## src/rtl/lcd_pack_pkg.sv

```systemverilog
package lcd_pack_pkg;
  localparam int unsigned CH_W  = 8;
  localparam int unsigned PIX_W = 3 * CH_W;
  localparam int unsigned ACC_W = 16;
  localparam int unsigned CNT_W = $clog2(ACC_W) + 1;

  typedef enum logic [1:0] {
    DISP_TFT   = 2'd0,
    DISP_MONO  = 2'd1,
    DISP_COLOR = 2'd2,
    DISP_BAD   = 2'd3
  } disp_e;

  typedef enum logic [1:0] {
    IFW_4   = 2'd0,
    IFW_8   = 2'd1,
    IFW_16  = 2'd2,
    IFW_BAD = 2'd3
  } ifw_e;
endpackage

```

## src/rtl/lcd_cfg_decode.sv

```systemverilog
module lcd_cfg_decode
  import lcd_pack_pkg::*;
(
  input  logic [1:0]       disp_type_i,
  input  logic             dual_scan_i,
  input  logic [1:0]       if_width_i,
  output logic             err_o,
  output logic             tft_o,
  output logic             color_o,
  output logic [CNT_W-1:0] half_w_o
);
  logic [CNT_W-1:0] word_w;

  assign tft_o   = disp_type_i == DISP_TFT;
  assign color_o = disp_type_i == DISP_COLOR;

  always_comb begin
    unique case (if_width_i)
      IFW_4:   word_w = CNT_W'(4);
      IFW_8:   word_w = CNT_W'(8);
      default: word_w = CNT_W'(ACC_W);
    endcase
    half_w_o = dual_scan_i ? (word_w >> 1) : word_w;
  end

  always_comb begin
    if (disp_type_i == DISP_BAD)  err_o = 1'b1;
    else if (tft_o)               err_o = dual_scan_i;
    else                          err_o = (if_width_i == IFW_BAD)
                                        | ((if_width_i == IFW_4)  &  dual_scan_i)
                                        | ((if_width_i == IFW_16) & ~dual_scan_i);
  end
endmodule

```

## src/rtl/lcd_pack_lane.sv

```systemverilog
module lcd_pack_lane
  import lcd_pack_pkg::*;
(
  input  logic             clk_i,
  input  logic             rst_ni,
  input  logic             take_i,
  input  logic             flush_i,
  input  logic [2:0]       bits_i,   // left-aligned new bits
  input  logic [1:0]       nb_i,     // 1 or 3
  input  logic [CNT_W-1:0] half_w_i,
  output logic             emit_o,
  output logic [ACC_W-1:0] word_o    // right-aligned
);
  localparam int unsigned TMP_W = ACC_W + 3;

  logic [ACC_W-1:0] acc_q, acc_d, base_acc, word_left, mask;
  logic [CNT_W-1:0] cnt_q, cnt_d, base_cnt, total;
  logic [TMP_W-1:0] tmp, rem;
  logic             flush_old, full;

  assign flush_old = flush_i && (cnt_q != '0);
  assign base_acc  = flush_i ? '0 : acc_q;
  assign base_cnt  = flush_i ? '0 : cnt_q;
  assign tmp       = {base_acc, 3'b000} | ({bits_i, {ACC_W{1'b0}}} >> base_cnt);
  assign total     = base_cnt + CNT_W'(nb_i);
  assign full      = total >= half_w_i;
  assign mask      = ~({ACC_W{1'b1}} >> half_w_i);
  assign rem       = tmp << half_w_i;
  assign emit_o    = take_i && (flush_old || full);
  assign word_left = flush_old ? acc_q : (tmp[TMP_W-1:3] & mask);
  assign word_o    = word_left >> (CNT_W'(ACC_W) - half_w_i);

  always_comb begin
    acc_d = acc_q;
    cnt_d = cnt_q;
    if (take_i) begin
      if (full) begin
        acc_d = rem[TMP_W-1:3];
        cnt_d = total - half_w_i;
      end else begin
        acc_d = tmp[TMP_W-1:3];
        cnt_d = total;
      end
    end
  end

  always_ff @(posedge clk_i or negedge rst_ni) begin
    if (!rst_ni) begin
      acc_q <= '0;
      cnt_q <= '0;
    end else begin
      acc_q <= acc_d;
      cnt_q <= cnt_d;
    end
  end

  a_r2_fill_bound: assert property (@(posedge clk_i) disable iff (!rst_ni)
    (half_w_i != '0) |-> (cnt_q < half_w_i))
    else $error("a_r2_fill_bound");

  a_r6_flush_emits: assert property (@(posedge clk_i) disable iff (!rst_ni)
    (take_i && flush_i && cnt_q != '0) |-> emit_o)
    else $error("a_r6_flush_emits");

  a_r6_fresh_after_flush: assert property (@(posedge clk_i) disable iff (!rst_ni)
    (take_i && flush_i) |=> (cnt_q == $past(CNT_W'(nb_i))))
    else $error("a_r6_fresh_after_flush");
endmodule

```

## src/rtl/lcd_pixel_packer.sv

```systemverilog
module lcd_pixel_packer
  import lcd_pack_pkg::*;
(
  input  logic              clk_i,
  input  logic              rst_ni,
  input  logic [1:0]        disp_type_i,
  input  logic              dual_scan_i,
  input  logic [1:0]        if_width_i,
  input  logic              up_valid_i,
  output logic              up_ready_o,
  input  logic              up_sol_i,
  input  logic [PIX_W-1:0]  up_data_i,
  input  logic              lo_valid_i,
  output logic              lo_ready_o,
  input  logic [PIX_W-1:0]  lo_data_i,
  output logic              cfg_err_o,
  output logic [PIX_W-1:0]  out_data_o,
  output logic              out_strobe_o
);
  logic             is_tft, is_color, fire;
  logic [CNT_W-1:0] half_w;
  logic [PIX_W-1:0] lane_pix  [2];
  logic [1:0]       lane_take, lane_emit;
  logic [ACC_W-1:0] lane_word [2];
  logic [PIX_W-1:0] next_data;
  logic             next_stb;

  lcd_cfg_decode u_cfg (
    .disp_type_i (disp_type_i),
    .dual_scan_i (dual_scan_i),
    .if_width_i  (if_width_i),
    .err_o       (cfg_err_o),
    .tft_o       (is_tft),
    .color_o     (is_color),
    .half_w_o    (half_w)
  );

  assign up_ready_o = !cfg_err_o && (!dual_scan_i || lo_valid_i);
  assign lo_ready_o = !cfg_err_o && dual_scan_i && up_valid_i;
  assign fire       = up_valid_i && up_ready_o;

  assign lane_pix[0]  = up_data_i;
  assign lane_pix[1]  = lo_data_i;
  assign lane_take[0] = fire && !is_tft;
  assign lane_take[1] = fire && !is_tft && dual_scan_i;

  for (genvar g = 0; g < 2; g++) begin : g_lane
    logic [2:0] bits;
    assign bits = is_color ? {lane_pix[g][2*CH_W], lane_pix[g][CH_W], lane_pix[g][0]}
                           : {lane_pix[g][0], 2'b00};
    lcd_pack_lane u_lane (
      .clk_i    (clk_i),
      .rst_ni   (rst_ni),
      .take_i   (lane_take[g]),
      .flush_i  (up_sol_i),
      .bits_i   (bits),
      .nb_i     (is_color ? 2'd3 : 2'd1),
      .half_w_i (half_w),
      .emit_o   (lane_emit[g]),
      .word_o   (lane_word[g])
    );
  end

  always_comb begin
    next_stb  = 1'b0;
    next_data = out_data_o;
    if (fire && is_tft) begin
      next_stb  = 1'b1;
      next_data = up_data_i;
    end else if (lane_emit[0]) begin
      next_stb  = 1'b1;
      next_data = PIX_W'(lane_word[0]);
      if (dual_scan_i) next_data = (PIX_W'(lane_word[0]) << half_w) | PIX_W'(lane_word[1]);
    end
  end

  always_ff @(posedge clk_i or negedge rst_ni) begin
    if (!rst_ni) begin
      out_strobe_o <= 1'b0;
      out_data_o   <= '0;
    end else begin
      out_strobe_o <= next_stb;
      out_data_o   <= next_data;
    end
  end

  a_r1_tft_strobe: assert property (@(posedge clk_i) disable iff (!rst_ni)
    (fire && is_tft) |=> (out_strobe_o && out_data_o == $past(up_data_i)))
    else $error("a_r1_tft_strobe");

  a_r5_lanes_lockstep: assert property (@(posedge clk_i) disable iff (!rst_ni)
    (dual_scan_i && !is_tft) |-> (lane_emit[0] == lane_emit[1]))
    else $error("a_r5_lanes_lockstep");

  a_r5_pair_valid: assert property (@(posedge clk_i) disable iff (!rst_ni)
    (fire && dual_scan_i) |-> (lo_valid_i && lo_ready_o))
    else $error("a_r5_pair_valid");

  a_r7_err_quiet: assert property (@(posedge clk_i) disable iff (!rst_ni)
    (cfg_err_o && $past(cfg_err_o)) |-> !out_strobe_o)
    else $error("a_r7_err_quiet");
endmodule

```

## config.mk

```make
export PLATFORM = sky130hd
export DESIGN_NAME = lcd_pixel_packer
export DESIGN_NICKNAME = d
export VERILOG_FILES = /design/src/rtl/lcd_pack_pkg.sv /design/src/rtl/lcd_cfg_decode.sv /design/src/rtl/lcd_pack_lane.sv /design/src/rtl/lcd_pixel_packer.sv
export SDC_FILE = /design/constraint.sdc
export NUM_CORES = 1
export LEC_CHECK = 0
export ABC_AREA = 0
export ABC_CLOCK_PERIOD_IN_PS = 4100
export BUFFER_PORTS_ARGS = -buffer_cell sky130_fd_sc_hd__buf_2
export CAP_MARGIN = 5
export CELL_PAD_IN_SITES_DETAIL_PLACEMENT = 1
export CELL_PAD_IN_SITES_GLOBAL_PLACEMENT = 1
export CORE_MARGIN = 5
export CORE_UTILIZATION = 39
export CTS_CLUSTER_SIZE = 28
export DETAILED_ROUTE_END_ITERATION = 10
export PLACE_DENSITY_LB_ADDON = 0.1
export SETUP_SLACK_MARGIN = 0.5
export SLEW_MARGIN = 25
export SYNTH_ARGS = -nofsm -noshare
export SYNTH_HDL_FRONTEND = slang
export SYNTH_SLANG_ARGS = --single-unit
```

## constraint.sdc

```tcl
create_clock -name clk_i -period 4.1 [get_ports clk_i]
set_clock_uncertainty 0.2 [all_clocks]
set_input_delay 0 -clock clk_i [delete_from_list [all_inputs] [get_ports clk_i]]
set_output_delay 0 -clock clk_i [all_outputs]
set_load 0.01 [all_outputs]
```

==> out/summary.txt, run 1 <==
status - finished, final reports clean
global route overflow - 0
Avg Inst Size Synth - 7.04 um2
Core ar. - 19300 um2
Row Count - 51
Hold Crit Class - in2reg
DRC viols - 0
CP peak stage delay - 0.63 ns
post-synth top area cell - dfrtp_1
final worst path period share - 85.3%
max-cap violations - 0
antenna violations before repair - 0
flops & latches, synth - 67
routability cong. - 0.940
Routed Antenna Nets - 0
fin nets - 1230
Die Area - 22300 um2
first-pass GRT wire length - 55500 um
DRT Wirelength - 36500 um
actual slew at the worst max-slew pin - 0.823 ns
pwr dens - 559 nW/um2
final cell count without fillers - 1426
worst-path maximum fanout - 16
VDD IR max - 0.000232 V
Top Usage Layer GRT - met2
Crit. path cell count - 15
Switching Share - 50.5%
CTS tree - yes
Slew Viols, Final - 0
met2 usage - 52.2%
vias in the first global route - 9289
DIE HEIGHT - 149 um
H-tree depth - 3
CP required - 4.14 ns
internal power - 0.00251 W
max_slew headroom - 44.7%
worst path cell trace - buf_2, buf_4, nor2_1, buf_4, nand2_1, inv_2, ha_1, or4_1, a31oi_1, o21ai_0, and3_1, nor3_2, o21ai_0, nand3_1, a21oi_1
delay-heaviest family, CP - simple AND/OR/NAND/NOR gates
Routed wire per std cell - 25.6 um
CTS Sinks - 67
sequential share of the synthesized area - 22.2%
Root Buffer - clkbuf_16
chip width - 149 um
crit path time final - 3.50 ns
Post-Synthesis Cell Area - 7560 um2
clock network fraction of total power - 16.5%
Fill cells - 2527
clock-pin slew on the worst setup and hold paths - 0.07 ns
Hold WS - 0.0395 ns
Placed Cells - 1378
most common cell in the netlist - nand2_1
Total GRT Usage - 31.9%
Post-synth EDFFs - 0
vias per inst - 6.63
clock latency on the worst-skew pair - 0.36 ns
Setup CP Type - in2reg
met3 GRT Util - 5.29%
Vias - 9460
Reg2Reg Setup Slack - 0.66 ns
area grow syn2layout - 19.9%
Port Buffers - 64
syn_nets - 1148
top cells by count, synth - nand2_1 (115), nor2_1 (114), a21oi_1 (109)
Crit. End Element - flop
Initial Util - 39.3%
Hold Violations, Final - 0
Bufs and invs on worst path - 4
Num CTS Buffers - 9
maximum number of pins on one net before global-route repair - 71
RR Startpoint - g_lane[0].u_lane.cnt_q[1]
Hold Path End - out_data_o[10]
IO Count - 86
combinational power share - 59.4%
crit path launch type - input pin
setup violators final - 0
Crit-path slowest cell - or4_1
Post-synth ARST share - 100%
Hold Crit Depth - 4
Distinct cells, synth - 85
total number of yosys warnings - 0
GR Util met1 - 42.1%
fmax - 286 MHz
R2R Path End - out_data_o[8]
leak pwr - 3.71 nW
Setup TNS - 0 ns
Flop pwr share - 24.1%
RSZ-0062 raised after global routing - no
Critical Path AT - 3.54 ns
NetSw - 0.00256 W
Inserted Diodes - 0
Longest Clk Path Bufs - 2
Critical Path Source - if_width_i[0]
Area contributors post-synth - dfrtp_1 (22%), a21oi_1 (7.2%), o21ai_0 (6.3%)
drt pass-1 iters - 5
worst hold start - if_width_i[1]
Mapped Cells - 1074
Starting DRT DRC Count - 978
DPL Wire Length - 26200 um
area share of the largest cell type after synthesis - 22.2%
Synth Flop Type - dfrtp_1
layout cell share with drive strength beyond 1 - 17.8%
reg2reg path depth - 16
cells by family after synthesis:
logic type / share of synthesized area [%]
AOI/OAI and AO/OA: 39.7
DFF: 22.2
muxes: 2.50
buffers and inverters: 6.42
and+or+nand+nor: 24.6
adders and majority gates: 3.24
xor gates and xnor gates: 1.39
worst max-delay path by stage:
stage	slack [ns]	end
2_1_floorplan	0.51	out_data_o[1]
3_3_place_gp	0.37	out_data_o[6]
3_5_place_dp	0.35	out_data_o[1]
4_1_cts	0.48	out_data_o[16]
5_1_grt	0.50	out_data_o[8]
6_report	0.60	out_data_o[6]
repair_timing:
item | in CTS | in global routing
setup buffers | 0 | 5
pin swaps | 0 | 4
endpoints found under the setup margin | 5 | 29
resized for setup | 4 | 18
hold buffers | 25 | 0
gates cloned | 0 | 2
hold endpoints to repair | 91 | 0
final cells by class:
type                       count  area, um2  area share, %
clock inverter                 6       63.8          0.703
multi-input combinational    885       5470           60.3
timing repair buffer         162       1170           12.9
sequential                    67       1680           18.5
clock buffer                  10        229           2.52
tap                          265        332           3.65
inverter                      30        116           1.28
timing repair inverter         1       5.00         0.0552
power by group through the flow:
stage,logic (W),registers (W),clock network (W)
6_report,0.00301,0.00122,0.000836
5_1_grt,0.00325,0.00125,0.000865
4_1_cts,0.00288,0.00121,0.000839
3_5_place_dp,0.00283,0.00122,0
3_3_place_gp,0.00280,0.00121,0
2_1_floorplan,0.00191,0.00111,0
worst min-delay path, cell delays in order:
cell and delay [ns]:
buf_2 0.15, buf_4 0.21, nand2_1 0.07, a32oi_1 0.10
cell usage in the layout (no fill, tap or decap), drive strengths merged, types with 18 or more instances in the layout:
cell type / n
buf: 136
nand2: 115
nor2: 115
a21oi: 111
o21ai: 98
dfrtp: 67
nor3: 34
inv: 26
dlygate4sd3: 25
a211oi: 25
a22oi: 24
nand3: 21
a31oi: 21
and3: 18
routing by layer:
layer,vias up,routed length (um)
met5,-,0
met4,0,1550
met3,92,2500
met2,453,17100
met1,4693,15400
li1,4222,-
per-stage QoR:
step	total power [W]	utilization, %	worst slack [ns]	instance area [um2]
after global routing	0.00536	47.1	0.502	9070
after global placement	0.00401	43.4	0.375	8360
final	0.00507	47.1	0.604	9070
after CTS	0.00493	46.3	0.481	8920
after detailed placement	0.00405	43.4	0.349	8360
after floorplan	0.00302	-	0.508	7570
flip-flops by register name, indices dropped and copies added (netlist names):
| name | flops |
|---|---|
| g_lane.u_lane.acc_q | 32 |
| out_data_o | 24 |
| g_lane.u_lane.cnt_q | 10 |
| out_strobe_o | 1 |
No activity file was read; power rests on OpenSTA's default activity.
==> inputs of run 2 (changes only) <==
--- a/config.mk
+++ b/config.mk
@@ -6,7 +6,7 @@
 export NUM_CORES = 1
 export LEC_CHECK = 0
 export ABC_AREA = 0
-export ABC_CLOCK_PERIOD_IN_PS = 4100
+export ABC_CLOCK_PERIOD_IN_PS = 4500
 export BUFFER_PORTS_ARGS = -buffer_cell sky130_fd_sc_hd__buf_2
 export CAP_MARGIN = 5
 export CELL_PAD_IN_SITES_DETAIL_PLACEMENT = 1
@@ -20,4 +20,5 @@
 export SLEW_MARGIN = 25
 export SYNTH_ARGS = -nofsm -noshare
 export SYNTH_HDL_FRONTEND = slang
+export SYNTH_HIERARCHICAL = 1
 export SYNTH_SLANG_ARGS = --single-unit
==> constraint.sdc (replaced) <==
create_clock -name clk_i -period 4.5 [get_ports clk_i]
set_clock_uncertainty 0.2 [all_clocks]
set_input_delay 0 -clock clk_i [delete_from_list [all_inputs] [get_ports clk_i]]
set_output_delay 0 -clock clk_i [all_outputs]
set_load 0.01 [all_outputs]
==> run 2 against run 1 <==
Setup slack got worse by 0.031 ns. Worst hold slack improved by 0.052 ns. Highest routed layer unchanged. Total power rose by 14%. Sequential share of layout area fell by 5.1 points. Critical path type is now reg2reg. Wire length rose by 32%. Critical path depth fell by 3. Register-to-register slack got worse by 0.09 ns.
==> out/summary.txt, run 2 <==
status - finished, final reports clean
reg2reg path depth - 12 (-4)
global route overflow - 0 (unchanged)
Hold WS - 0.0919 ns (+0.0524 ns)
Starting DRT DRC Count - 1194 (+22%)
wire length on met1 - 21400 um (+39%)
Biggest register - g_lane.u_lane/acc_q
total number of yosys warnings - 6 (+6)
commonest non-fill, non-tap cell in the layout - a21oi_1
biggest regs - g_lane.u_lane/acc_q (32), out_data_o (24), g_lane.u_lane/cnt_q (10)
layout cell share with drive strength beyond 1 - 21.7% (+3.8 points)
antenna violations before repair - 0 (unchanged)
Slew Viols, Final - 0 (unchanged)
pwr dens - 459 nW/um2 (-18%)
H-tree depth - 3 (unchanged)
Crit-path slowest cell - dfrtp_4
Routed Antenna Nets - 0 (unchanged)
DPL Wire Length - 35600 um (+36%)
Mapped Cells - 1444 (+34%)
vias in the first global route - 12578 (+35%)
max FFs per register - 32 (unchanged)
max_slew headroom - 44.7% (+0.057 points)
area grow syn2layout - 18.5%
CP peak stage delay - 0.59 ns (-0.04 ns)
DRC viols - 0 (unchanged)
final cell count without fillers - 1883 (+32%)
worst-path maximum fanout - 15 (-1)
VDD IR max - 0.000334 V (+44%)
actual slew at the worst max-slew pin - 0.826 ns (+0.00313 ns)
Crit. End Element - flop
Placed Cells - 1830 (+33%)
worst path cell trace - nor3_4, a21oi_1, buf_4, o21a_1, o31a_1, mux2_2, mux2i_2, nor2_1, mux2_2, mux4_2, a221oi_2, o21ai_1
Longest Clk Path Bufs - 2 (unchanged)
internal power - 0.00282 W (+12%)
CTS Sinks - 67 (unchanged)
routability cong. - 0.951 (+1.2%)
met2 WL post-DR - 22100 um (+30%)
Total GRT Usage - 30.3% (-1.6 points)
Routed wire per std cell - 25.7 um (+0.15%)
Row Count - 60 (+18%)
uppermost layer routed - met4
Critical Path AT - 3.97 ns (+0.43 ns)
crit path launch type - flop
Hold Crit Class - in2reg
DIE HEIGHT - 175 um (+17%)
Switching Share - 51.1% (+0.64 points)
leak pwr - 4.86 nW (+31%)
RSZ-0062 raised after global routing - yes
Setup CP Type - reg2reg
drt pass-1 iters - 6 (+1)
Flop pwr share - 19.8% (-4.3 points)
maximum number of pins on one net before global-route repair - 100 (+41%)
CP most frequent cell - mux2_2
first-pass GRT wire length - 74400 um (+34%)
CTS tree - yes
chip width - 175 um (+17%)
NetSw - 0.00295 W (+15%)
DP Worst Slack - 0.0307 ns (-0.318 ns)
final setup margin - 0.573 ns (-0.0310 ns)
clock-pin slew on the worst setup and hold paths - 0.08 ns (about the same)
Root Buffer - clkbuf_16
Setup TNS - 0 ns (unchanged)
Vias - 12614 (+33%)
max-cap violations - 0 (unchanged)
Pwr Total - 0.00577 W (+14%)
clock latency on the worst-skew pair - 0.35 ns (about the same)
IO Count - 86 (unchanged)
Num CTS Buffers - 9 (unchanged)
Hold Crit Depth - 5 (+1)
Post-Synthesis Cell Area - 10600 um2 (+40%)
most frequent cells in the layout - a21oi_1 (143), nor2_1 (141), buf_4 (109)
crit path time final - 3.93 ns
fin nets - 1619 (+32%)
setup violators final - 0 (unchanged)
Die Area - 30600 um2 (+37%)
combinational power share - 65.2% (+5.8 points)
Initial Util - 39.5% (+0.23 points)
Core ar. - 26900 um2 (+39%)
Port Buffers - 64 (unchanged)
Inserted Diodes - 0 (unchanged)
final worst path period share - 87.3%
Avg Inst Size Synth - 7.35 um2 (+4.3%)
fmax - 255 MHz
DRT Wirelength - 48300 um (+32%)
clock network fraction of total power - 15.0% (-1.5 points)
CP required - 4.54 ns (+0.40 ns)
routed wl met3 - 3000 um (+20%)
Hold Violations, Final - 0 (unchanged)
vias per inst - 6.70 (+0.98%)
run 2: cell count changes in the layout (fill, tap and decap cells not counted), moves of 15 or more:
cell,previous run,this run
buf_4,68,109
a21oi_1,107,143
mux2_2,5,34
mux2i_1,11,40
nor2_1,112,141
o21ai_0,95,68
and2_1,5,26
o211ai_1,14,33
a21o_1,10,27
nor2b_1,9,24
run 2: power groups by stage:
stage	logic [W]	clock network, W	registers [W]
finish	0.00376	0.000865	0.00114
global route	0.00403	0.000906	0.00116
CTS	0.00354	0.000886	0.00113
detailed placement	0.00348	0	0.00114
global placement	0.00343	0	0.00112
floorplan	0.00243	0	0.00103
run 2: final timing paths:
path,start,end,slack (ns)
setup reg to reg,g_lane[0].u_lane/cnt_q[2],out_data_o[9],0.57
min in group asynchronous,rst_ni,g_lane[0].u_lane/cnt_q[3],0.47
hold reg to reg,out_data_o[19],out_data_o[19],0.36
hold / removal,disp_type_i[1],out_strobe_o,0.09
setup / recovery,g_lane[0].u_lane/cnt_q[2],out_data_o[9],0.57
max in group asynchronous,rst_ni,g_lane[0].u_lane/acc_q[10],3.00
run 2: critical path: cells and delay by family, from the launching register on:
kind                   cells  cell delay (ns)
AOI/OAI and AO/OA          5             1.10
buffers and inverters      1             0.20
DFF                        1             0.59
muxes                      4             1.36
and+or+nand+nor            2             0.35
run 2: metal layers:
| layer | up-vias | track usage (%) |
|---|---|---|
| li1 | 5730 | - |
| met1 | 6237 | 42.2 |
| met2 | 549 | 48.7 |
| met3 | 98 | 3.44 |
| met4 | 0 | 10.9 |
| met5 | - | 0 |
run 2: final cells by class:
type / count / area [um2]
Tap cell: 341 / 427
Sequential cell: 67 / 1690
Clock buffer: 9 / 225
Clock inverter: 7 / 105
Inverter: 36 / 135
Timing Repair Buffer: 202 / 1460
Fill cell: 3398 / 14300
Multi-Input combinational cell: 1221 / 8550
run 2: repair_timing:
action,in CTS,in global routing
resized for setup,14,41
endpoints found under the hold margin,71,0
buffers inserted,0,10
cloned,0,0
pin swaps,0,5
hold buffers,27,0
endpoints found under the setup margin,24,27
run 2: stage by stage:
step,utilization [%],cell area (um2)
2_1_floorplan,-,10600
3_5_place_dp,43.2,11600
6_report,46.8,12600
3_3_place_gp,43.2,11600
5_1_grt,46.8,12600
4_1_cts,45.7,12300
